--- src/rtl/usb_rx_pkg.sv ---
package usb_rx_pkg;

  typedef enum logic [1:0] {
    RXS_OFF   = 2'b00,
    RXS_STALL = 2'b01,
    RXS_NAK   = 2'b10,
    RXS_VALID = 2'b11
  } rx_stat_e;

  typedef enum logic [1:0] {
    EP_BULK = 2'b00,
    EP_CTRL = 2'b01,
    EP_ISO  = 2'b10,
    EP_INTR = 2'b11
  } ep_kind_e;

  typedef enum logic [1:0] {
    HS_ACK   = 2'b00,
    HS_NAK   = 2'b01,
    HS_STALL = 2'b10,
    HS_NONE  = 2'b11
  } hs_e;

  // bit positions inside the register word
  localparam int unsigned FLD_DONE  = 0;
  localparam int unsigned FLD_TOG   = 1;
  localparam int unsigned FLD_ST_LO = 2;
  localparam int unsigned FLD_ST_HI = 3;
  localparam int unsigned FLD_SETUP = 4;
  localparam int unsigned FLD_COUNT = 5;

  typedef struct packed {
    logic done_set;
    logic tog_flip;
    logic tog_clr;
    logic force_nak;
    logic setup_load;
    logic setup_val;
  } hw_upd_t;

  typedef struct packed {
    logic       done_clr;
    logic       tog_flip;
    logic [1:0] st_flip;
  } sw_upd_t;

endpackage

--- src/rtl/usb_rx_evt_decode.sv ---
module usb_rx_evt_decode
  import usb_rx_pkg::*;
(
  input  logic       tok_setup,
  input  logic       ev_valid,
  input  logic       ev_setup,
  input  logic [1:0] ev_hs,
  input  logic       ev_pid,
  input  logic       ev_err,
  input  logic [1:0] ep_type,
  input  logic       cur_tog,
  input  logic       cur_done,
  output hw_upd_t    upd
);

  logic is_iso;
  logic is_ctrl;
  logic pid_ok;
  logic accepted;

  always_comb begin
    is_iso   = (ep_type == EP_ISO);
    is_ctrl  = (ep_type == EP_CTRL);
    pid_ok   = (ev_pid == cur_tog);
    accepted = ev_valid && !ev_err &&
               (is_iso || ((ev_hs == HS_ACK) && pid_ok));

    upd.done_set   = accepted;
    upd.tog_flip   = accepted;
    upd.tog_clr    = tok_setup && is_ctrl;
    upd.force_nak  = accepted && !is_iso;
    upd.setup_load = accepted && is_ctrl && !cur_done;
    upd.setup_val  = ev_setup;
  end

endmodule

--- src/rtl/usb_rx_wr_decode.sv ---
module usb_rx_wr_decode
  import usb_rx_pkg::*;
#(
  parameter int unsigned DATA_W = 16
) (
  input  logic              sw_wr,
  input  logic [DATA_W-1:0] sw_wdata,
  output sw_upd_t           upd
);

  always_comb begin
    upd.done_clr = sw_wr && !sw_wdata[FLD_DONE];
    upd.tog_flip = sw_wr && sw_wdata[FLD_TOG];
    upd.st_flip  = sw_wr ? sw_wdata[FLD_ST_HI:FLD_ST_LO] : 2'b00;
  end

endmodule

--- src/rtl/usb_rx_state_regs.sv ---
module usb_rx_state_regs
  import usb_rx_pkg::*;
(
  input  logic       clk,
  input  logic       rst,
  input  hw_upd_t    hw,
  input  sw_upd_t    sw,
  input  logic       irq_en,
  output logic       done_q,
  output logic       tog_q,
  output logic [1:0] st_q,
  output logic       setup_q,
  output logic       irq_q
);

  logic       done_d;
  logic       tog_d;
  logic [1:0] st_d;
  logic       setup_d;

  always_comb begin
    done_d  = hw.done_set || (done_q && !sw.done_clr);
    tog_d   = hw.tog_clr ? 1'b0 : (tog_q ^ hw.tog_flip ^ sw.tog_flip);
    st_d    = hw.force_nak ? RXS_NAK : (st_q ^ sw.st_flip);
    setup_d = hw.setup_load ? hw.setup_val : setup_q;
  end

  always_ff @(posedge clk) begin
    if (rst) begin
      done_q  <= 1'b0;
      tog_q   <= 1'b0;
      st_q    <= RXS_OFF;
      setup_q <= 1'b0;
      irq_q   <= 1'b0;
    end else begin
      done_q  <= done_d;
      tog_q   <= tog_d;
      st_q    <= st_d;
      setup_q <= setup_d;
      irq_q   <= done_d && irq_en;
    end
  end

endmodule

--- src/rtl/usb_ep_rx_status.sv ---
module usb_ep_rx_status
  import usb_rx_pkg::*;
#(
  parameter int unsigned DATA_W = 16
) (
  input  logic              clk,
  input  logic              rst,
  input  logic              sw_wr,
  input  logic [DATA_W-1:0] sw_wdata,
  input  logic              tok_setup,
  input  logic              ev_valid,
  input  logic              ev_setup,
  input  logic [1:0]        ev_hs,
  input  logic              ev_pid,
  input  logic              ev_err,
  input  logic [1:0]        ep_type,
  input  logic              irq_en,
  output logic [DATA_W-1:0] rd_data,
  output logic              irq
);

  localparam int unsigned USED_W = (DATA_W < FLD_COUNT) ? DATA_W : FLD_COUNT;

  hw_upd_t    hw_upd;
  sw_upd_t    sw_upd;
  logic       done_q;
  logic       tog_q;
  logic [1:0] st_q;
  logic       setup_q;
  logic [FLD_COUNT-1:0] fields;

  usb_rx_evt_decode u_evt (
    .tok_setup (tok_setup),
    .ev_valid  (ev_valid),
    .ev_setup  (ev_setup),
    .ev_hs     (ev_hs),
    .ev_pid    (ev_pid),
    .ev_err    (ev_err),
    .ep_type   (ep_type),
    .cur_tog   (tog_q),
    .cur_done  (done_q),
    .upd       (hw_upd)
  );

  usb_rx_wr_decode #(.DATA_W(DATA_W)) u_wr (
    .sw_wr    (sw_wr),
    .sw_wdata (sw_wdata),
    .upd      (sw_upd)
  );

  usb_rx_state_regs u_regs (
    .clk     (clk),
    .rst     (rst),
    .hw      (hw_upd),
    .sw      (sw_upd),
    .irq_en  (irq_en),
    .done_q  (done_q),
    .tog_q   (tog_q),
    .st_q    (st_q),
    .setup_q (setup_q),
    .irq_q   (irq)
  );

  always_comb begin
    fields            = '0;
    fields[FLD_DONE]  = done_q;
    fields[FLD_TOG]   = tog_q;
    fields[FLD_ST_LO] = st_q[0];
    fields[FLD_ST_HI] = st_q[1];
    fields[FLD_SETUP] = setup_q;
  end

  for (genvar gi = 0; gi < DATA_W; gi++) begin : g_rd
    if (gi < USED_W) begin : g_fld
      assign rd_data[gi] = fields[gi];
    end else begin : g_zero
      assign rd_data[gi] = 1'b0;
    end
  end

endmodule

--- config.mk ---
export PLATFORM = sky130hd
export DESIGN_NAME = usb_ep_rx_status
export DESIGN_NICKNAME = d
export VERILOG_FILES = /design/src/rtl/usb_rx_pkg.sv /design/src/rtl/usb_rx_evt_decode.sv /design/src/rtl/usb_rx_wr_decode.sv /design/src/rtl/usb_rx_state_regs.sv /design/src/rtl/usb_ep_rx_status.sv
export SDC_FILE = /design/constraint.sdc
export NUM_CORES = 1
export LEC_CHECK = 0
export ABC_AREA = 0
export BUFFER_PORTS_ARGS = -buffer_cell sky130_fd_sc_hd__buf_2
export CAP_MARGIN = 5
export CELL_PAD_IN_SITES_DETAIL_PLACEMENT = 2
export CELL_PAD_IN_SITES_GLOBAL_PLACEMENT = 2
export CORE_ASPECT_RATIO = 1.2
export CORE_MARGIN = 3
export CORE_UTILIZATION = 17
export CTS_BUF_LIST = sky130_fd_sc_hd__clkbuf_4 sky130_fd_sc_hd__clkbuf_8
export CTS_CLUSTER_DIAMETER = 40
export DETAILED_ROUTE_END_ITERATION = 10
export PLACE_DENSITY_LB_ADDON = 0.1
export RECOVER_POWER = 100
export SLEW_MARGIN = 20
export SYNTH_ARGS = -nofsm -noshare
export SYNTH_HDL_FRONTEND = slang
export SYNTH_HIERARCHICAL = 1
export SYNTH_SLANG_ARGS = --single-unit
export TNS_END_PERCENT = 30
--- constraint.sdc ---
create_clock -name clk -period 1.8 [get_ports clk]
set_input_delay 0.27 -clock clk [delete_from_list [all_inputs] [get_ports clk]]
set_output_delay 0.27 -clock clk [all_outputs]
set_load 0.005 [all_outputs]
==> out/metrics.cfg <==
[logic_synthesis]
synthDistinctLibCells=20
yosysSeqAreaShare_pct=26.1
synth_compound_area_share_pct=5.16
synthSimpleGateAreaFrac_pct=25.0
synth_mux_area_share_pct=2.17
post_synth_instance_area_um2=460
yosys.area_share.xor_xnor_pct=10.6
netlist_instances=52
synth-warning-count=6
synth-seq-cells=6
synth-adder-area-share_pct=0
synth_top_family_by_area=buffers and inverters
post_synth.cell_area_avg_um2=8.85

[placement]
io_buffer_count=22
hpwlAfterDp_um=903
routabilityCongestion=0.603
placed_cells=101
dp_slack_ns=0.00243

[setup_path]
timing.critical_path.buf_inv=1
timing.reg2reg.worst_path_depth=4
crit_slowest_cell=sky130_fd_sc_hd__or4b_1
cp.required_ns=1.96
critical_path.max_fanout=3
crit_path_cell_trace=clkbuf_1 -> or4b_1 -> o2bb2ai_1 -> xnor3_1 -> nor3_1
minimum_setup_slack_among_reg_to_reg_paths_ns=0.42
cp_data_arrival_time_ns=1.73
critical_path_sink_type=flip-flop
critPathMaxStageDelay_ns=0.59
start_kind=input pin
path_depth=5
cell_family_with_most_cp_delay=simple AND/OR/NAND/NOR gates
worst_setup_path_category=input pin to flip-flop

[global_routing]
grtUsageMet3_pct=1.67
grt_start_max_net_pins=7
track_usage_pct=6.67
grt_first_pass_wirelength_um=1530
grt_pass1_vias=359
grt_antenna_before_repair=0
globalRoute.totalOverflow=0
grt.met2_usage_pct=10.6
global_route_layer_with_the_greatest_usage=met2
gr-usage-met1_pct=6.50

[outcome]
outcome=complete, no violations

[final_layout]
drive_above_1_share_pct=33.8
num-nets-final=102
n_antenna_cell=0
seqCellArea_um2=120
final-instance-count-excl-fill=104
footprint_of_the_multi_input_gates_um2=224
areaGrowthSynthToFinish_pct=15.5
n_fill_cell=337

[pwr]
pwr-share-seq_pct=43.5
p_total_uw=343
power_density_nw_per_um2=644
cellInternalPower_uw=257
pwr-share-clk_pct=35.3
netSwitchingFraction_pct=24.8
comb_power_share_pct=21.2
leakage_nw=0.251
power.ir.vdd_worst_mv=0.122
power.net_switching_uw=85.1

[routing]
avgRoutedWirePerCell_um=9.93
num_vias=358
wirelength_um=1030
via_count_normalized_by_instance_count=3.44
tritonroute_pass_1_iters=2
drt.antenna.violating_nets=0
route.detailed.drc=0
drtIter0Drc=8

[clock_network]
tritoncts=yes
ctsRootBufferMaster=sky130_fd_sc_hd__clkbuf_4
clock_transition_at_path_regs_ns=0.04
cts_hold_buffers=0
postCtsResizedCells=0
number_of_h_tree_levels=1
cts-root-to-sink-buffers=2
clock_latency_ns=0.24
post-cts-setup-buffers=0
cts-buffers-inserted=3
tritoncts_num_sinks=6

[sta]
grt_setup_unrepaired=false
fmax_mhz=638
maxSlewViolCount=0
final_critical_period_ns=1.57
hold_slack_ns=0.274
final.setup.worst_slack_ns=0.233
fin_skew_ns=0.000967
hold_violations=0
setup-violations-final=0
period_share_pct=87.0

[die]
fp-row-count=20
floorplan.core_area_um2=2550
initial_core_util_pct=18.0
die_span_in_y_um=63.0
design.portCount=46
die_area_um2=3370
chipWidth_um=53.5

[hold_path]
hold_class=input pin to flip-flop
hold-path-cell-count=3

[run]
cap_viol_max_count=0

==> per-layer routing <==
metal / up-vias / share of wire, %
met4: 0 / 2.4
met5: - / 0
met3: 2 / 9.8
met1: 159 / 35
li1: 176 / -
met2: 21 / 53
==> power groups by stage <==
stage | Clock (mW) | Combinational, mW | Sequential [mW]
CTS | 0.135 | 0.0802 | 0.149
detailed placement | 0 | 0.0794 | 0.151
finish | 0.121 | 0.0728 | 0.149
global route | 0.141 | 0.0830 | 0.150
floorplan | 0 | 0.0691 | 0.151
global placement | 0 | 0.0785 | 0.152
==> metrics by stage <==
step | util, % | setup TNS, ns | area (um2)
final | 20.8 | 0 | 532
after global routing | 20.8 | 0 | 532
after CTS | 21.6 | 0 | 552
after detailed placement | 20.7 | 0 | 529
after global placement | 20.7 | -0.00141 | 529
after floorplan | - | 0 | 498
==> worst register-to-register path, delay by kind of cell, from the launching register on <==
kind / cells / cell delay, ns
AOI/OAI and AO/OA: 1 / 0.23
xor gates and xnor gates: 2 / 0.62
DFF: 1 / 0.33
and+or+nand+nor: 1 / 0.12
==> worst paths after layout <==
path / to / start
max: u_regs/tog_q / ev_err
min: u_regs/setup_q / ev_setup
max reg2reg: u_regs/tog_q / u_regs/tog_q
min reg2reg: u_regs/setup_q / u_regs/setup_q
==> layout by cell type (no fill, tap or decap), types with 2 or more instances in the layout <==
cell	n
sky130_fd_sc_hd__nor3_1	3
sky130_fd_sc_hd__nor2_1	2
sky130_fd_sc_hd__nand2b_1	3
sky130_fd_sc_hd__clkbuf_4	3
sky130_fd_sc_hd__buf_2	18
sky130_fd_sc_hd__dfxtp_1	6
sky130_fd_sc_hd__a21oi_1	3
sky130_fd_sc_hd__and2_1	3
sky130_fd_sc_hd__conb_1	11
sky130_fd_sc_hd__inv_1	3
sky130_fd_sc_hd__xnor2_1	2
sky130_fd_sc_hd__clkbuf_1	4
==> cells in the mapped netlist <==
cell / n / share of area (%)
sky130_fd_sc_hd__nor4_2: 1 / 2.7
sky130_fd_sc_hd__and2_1: 3 / 4.1
sky130_fd_sc_hd__nor3_1: 2 / 2.2
sky130_fd_sc_hd__o2bb2ai_1: 1 / 1.9
sky130_fd_sc_hd__buf_4: 17 / 28
sky130_fd_sc_hd__nor3_2: 1 / 2.2
sky130_fd_sc_hd__nor2b_1: 1 / 1.4
sky130_fd_sc_hd__mux2i_1: 1 / 2.2
sky130_fd_sc_hd__xnor3_1: 1 / 4.9
sky130_fd_sc_hd__conb_1: 1 / 0.81
sky130_fd_sc_hd__xor2_1: 1 / 1.9
sky130_fd_sc_hd__nor2_1: 2 / 1.6
sky130_fd_sc_hd__xnor2_1: 2 / 3.8
sky130_fd_sc_hd__or4b_4: 1 / 3.0
sky130_fd_sc_hd__nand2b_1: 3 / 4.1
sky130_fd_sc_hd__a21oi_1: 3 / 3.3
sky130_fd_sc_hd__and2b_2: 1 / 1.9
sky130_fd_sc_hd__inv_1: 3 / 2.4
sky130_fd_sc_hd__nor2b_2: 1 / 1.9
sky130_fd_sc_hd__dfxtp_1: 6 / 26
==> flip-flops by register name, indices dropped and copies added (netlist names) <==
signal and count:
u_regs/done_q 1, u_regs/irq_q 1, u_regs/setup_q 1, u_regs/st_q 2
u_regs/tog_q 1
==> cell type report <==
type	count	share of cell area, %
multi-input cells	36	42.1
clock buffers	3	4.24
well taps	33	7.76
repair buffers	23	21.2
inverters	3	2.12
flip-flops and latches	6	22.6
==> kinds of logic (layout without fill, tap and decap cells) <==
group                  Yosys count  count (layout)
buffers and inverters           20              29
AND/OR/NAND/NOR                 16              16
flip-flops                       6               6
AO/OA/AOI/OAI                    4               4
XOR/XNOR                         4               4
other                            1              11
multiplexers                     1               1
Note: power is estimated with default switching activity, not from simulation.
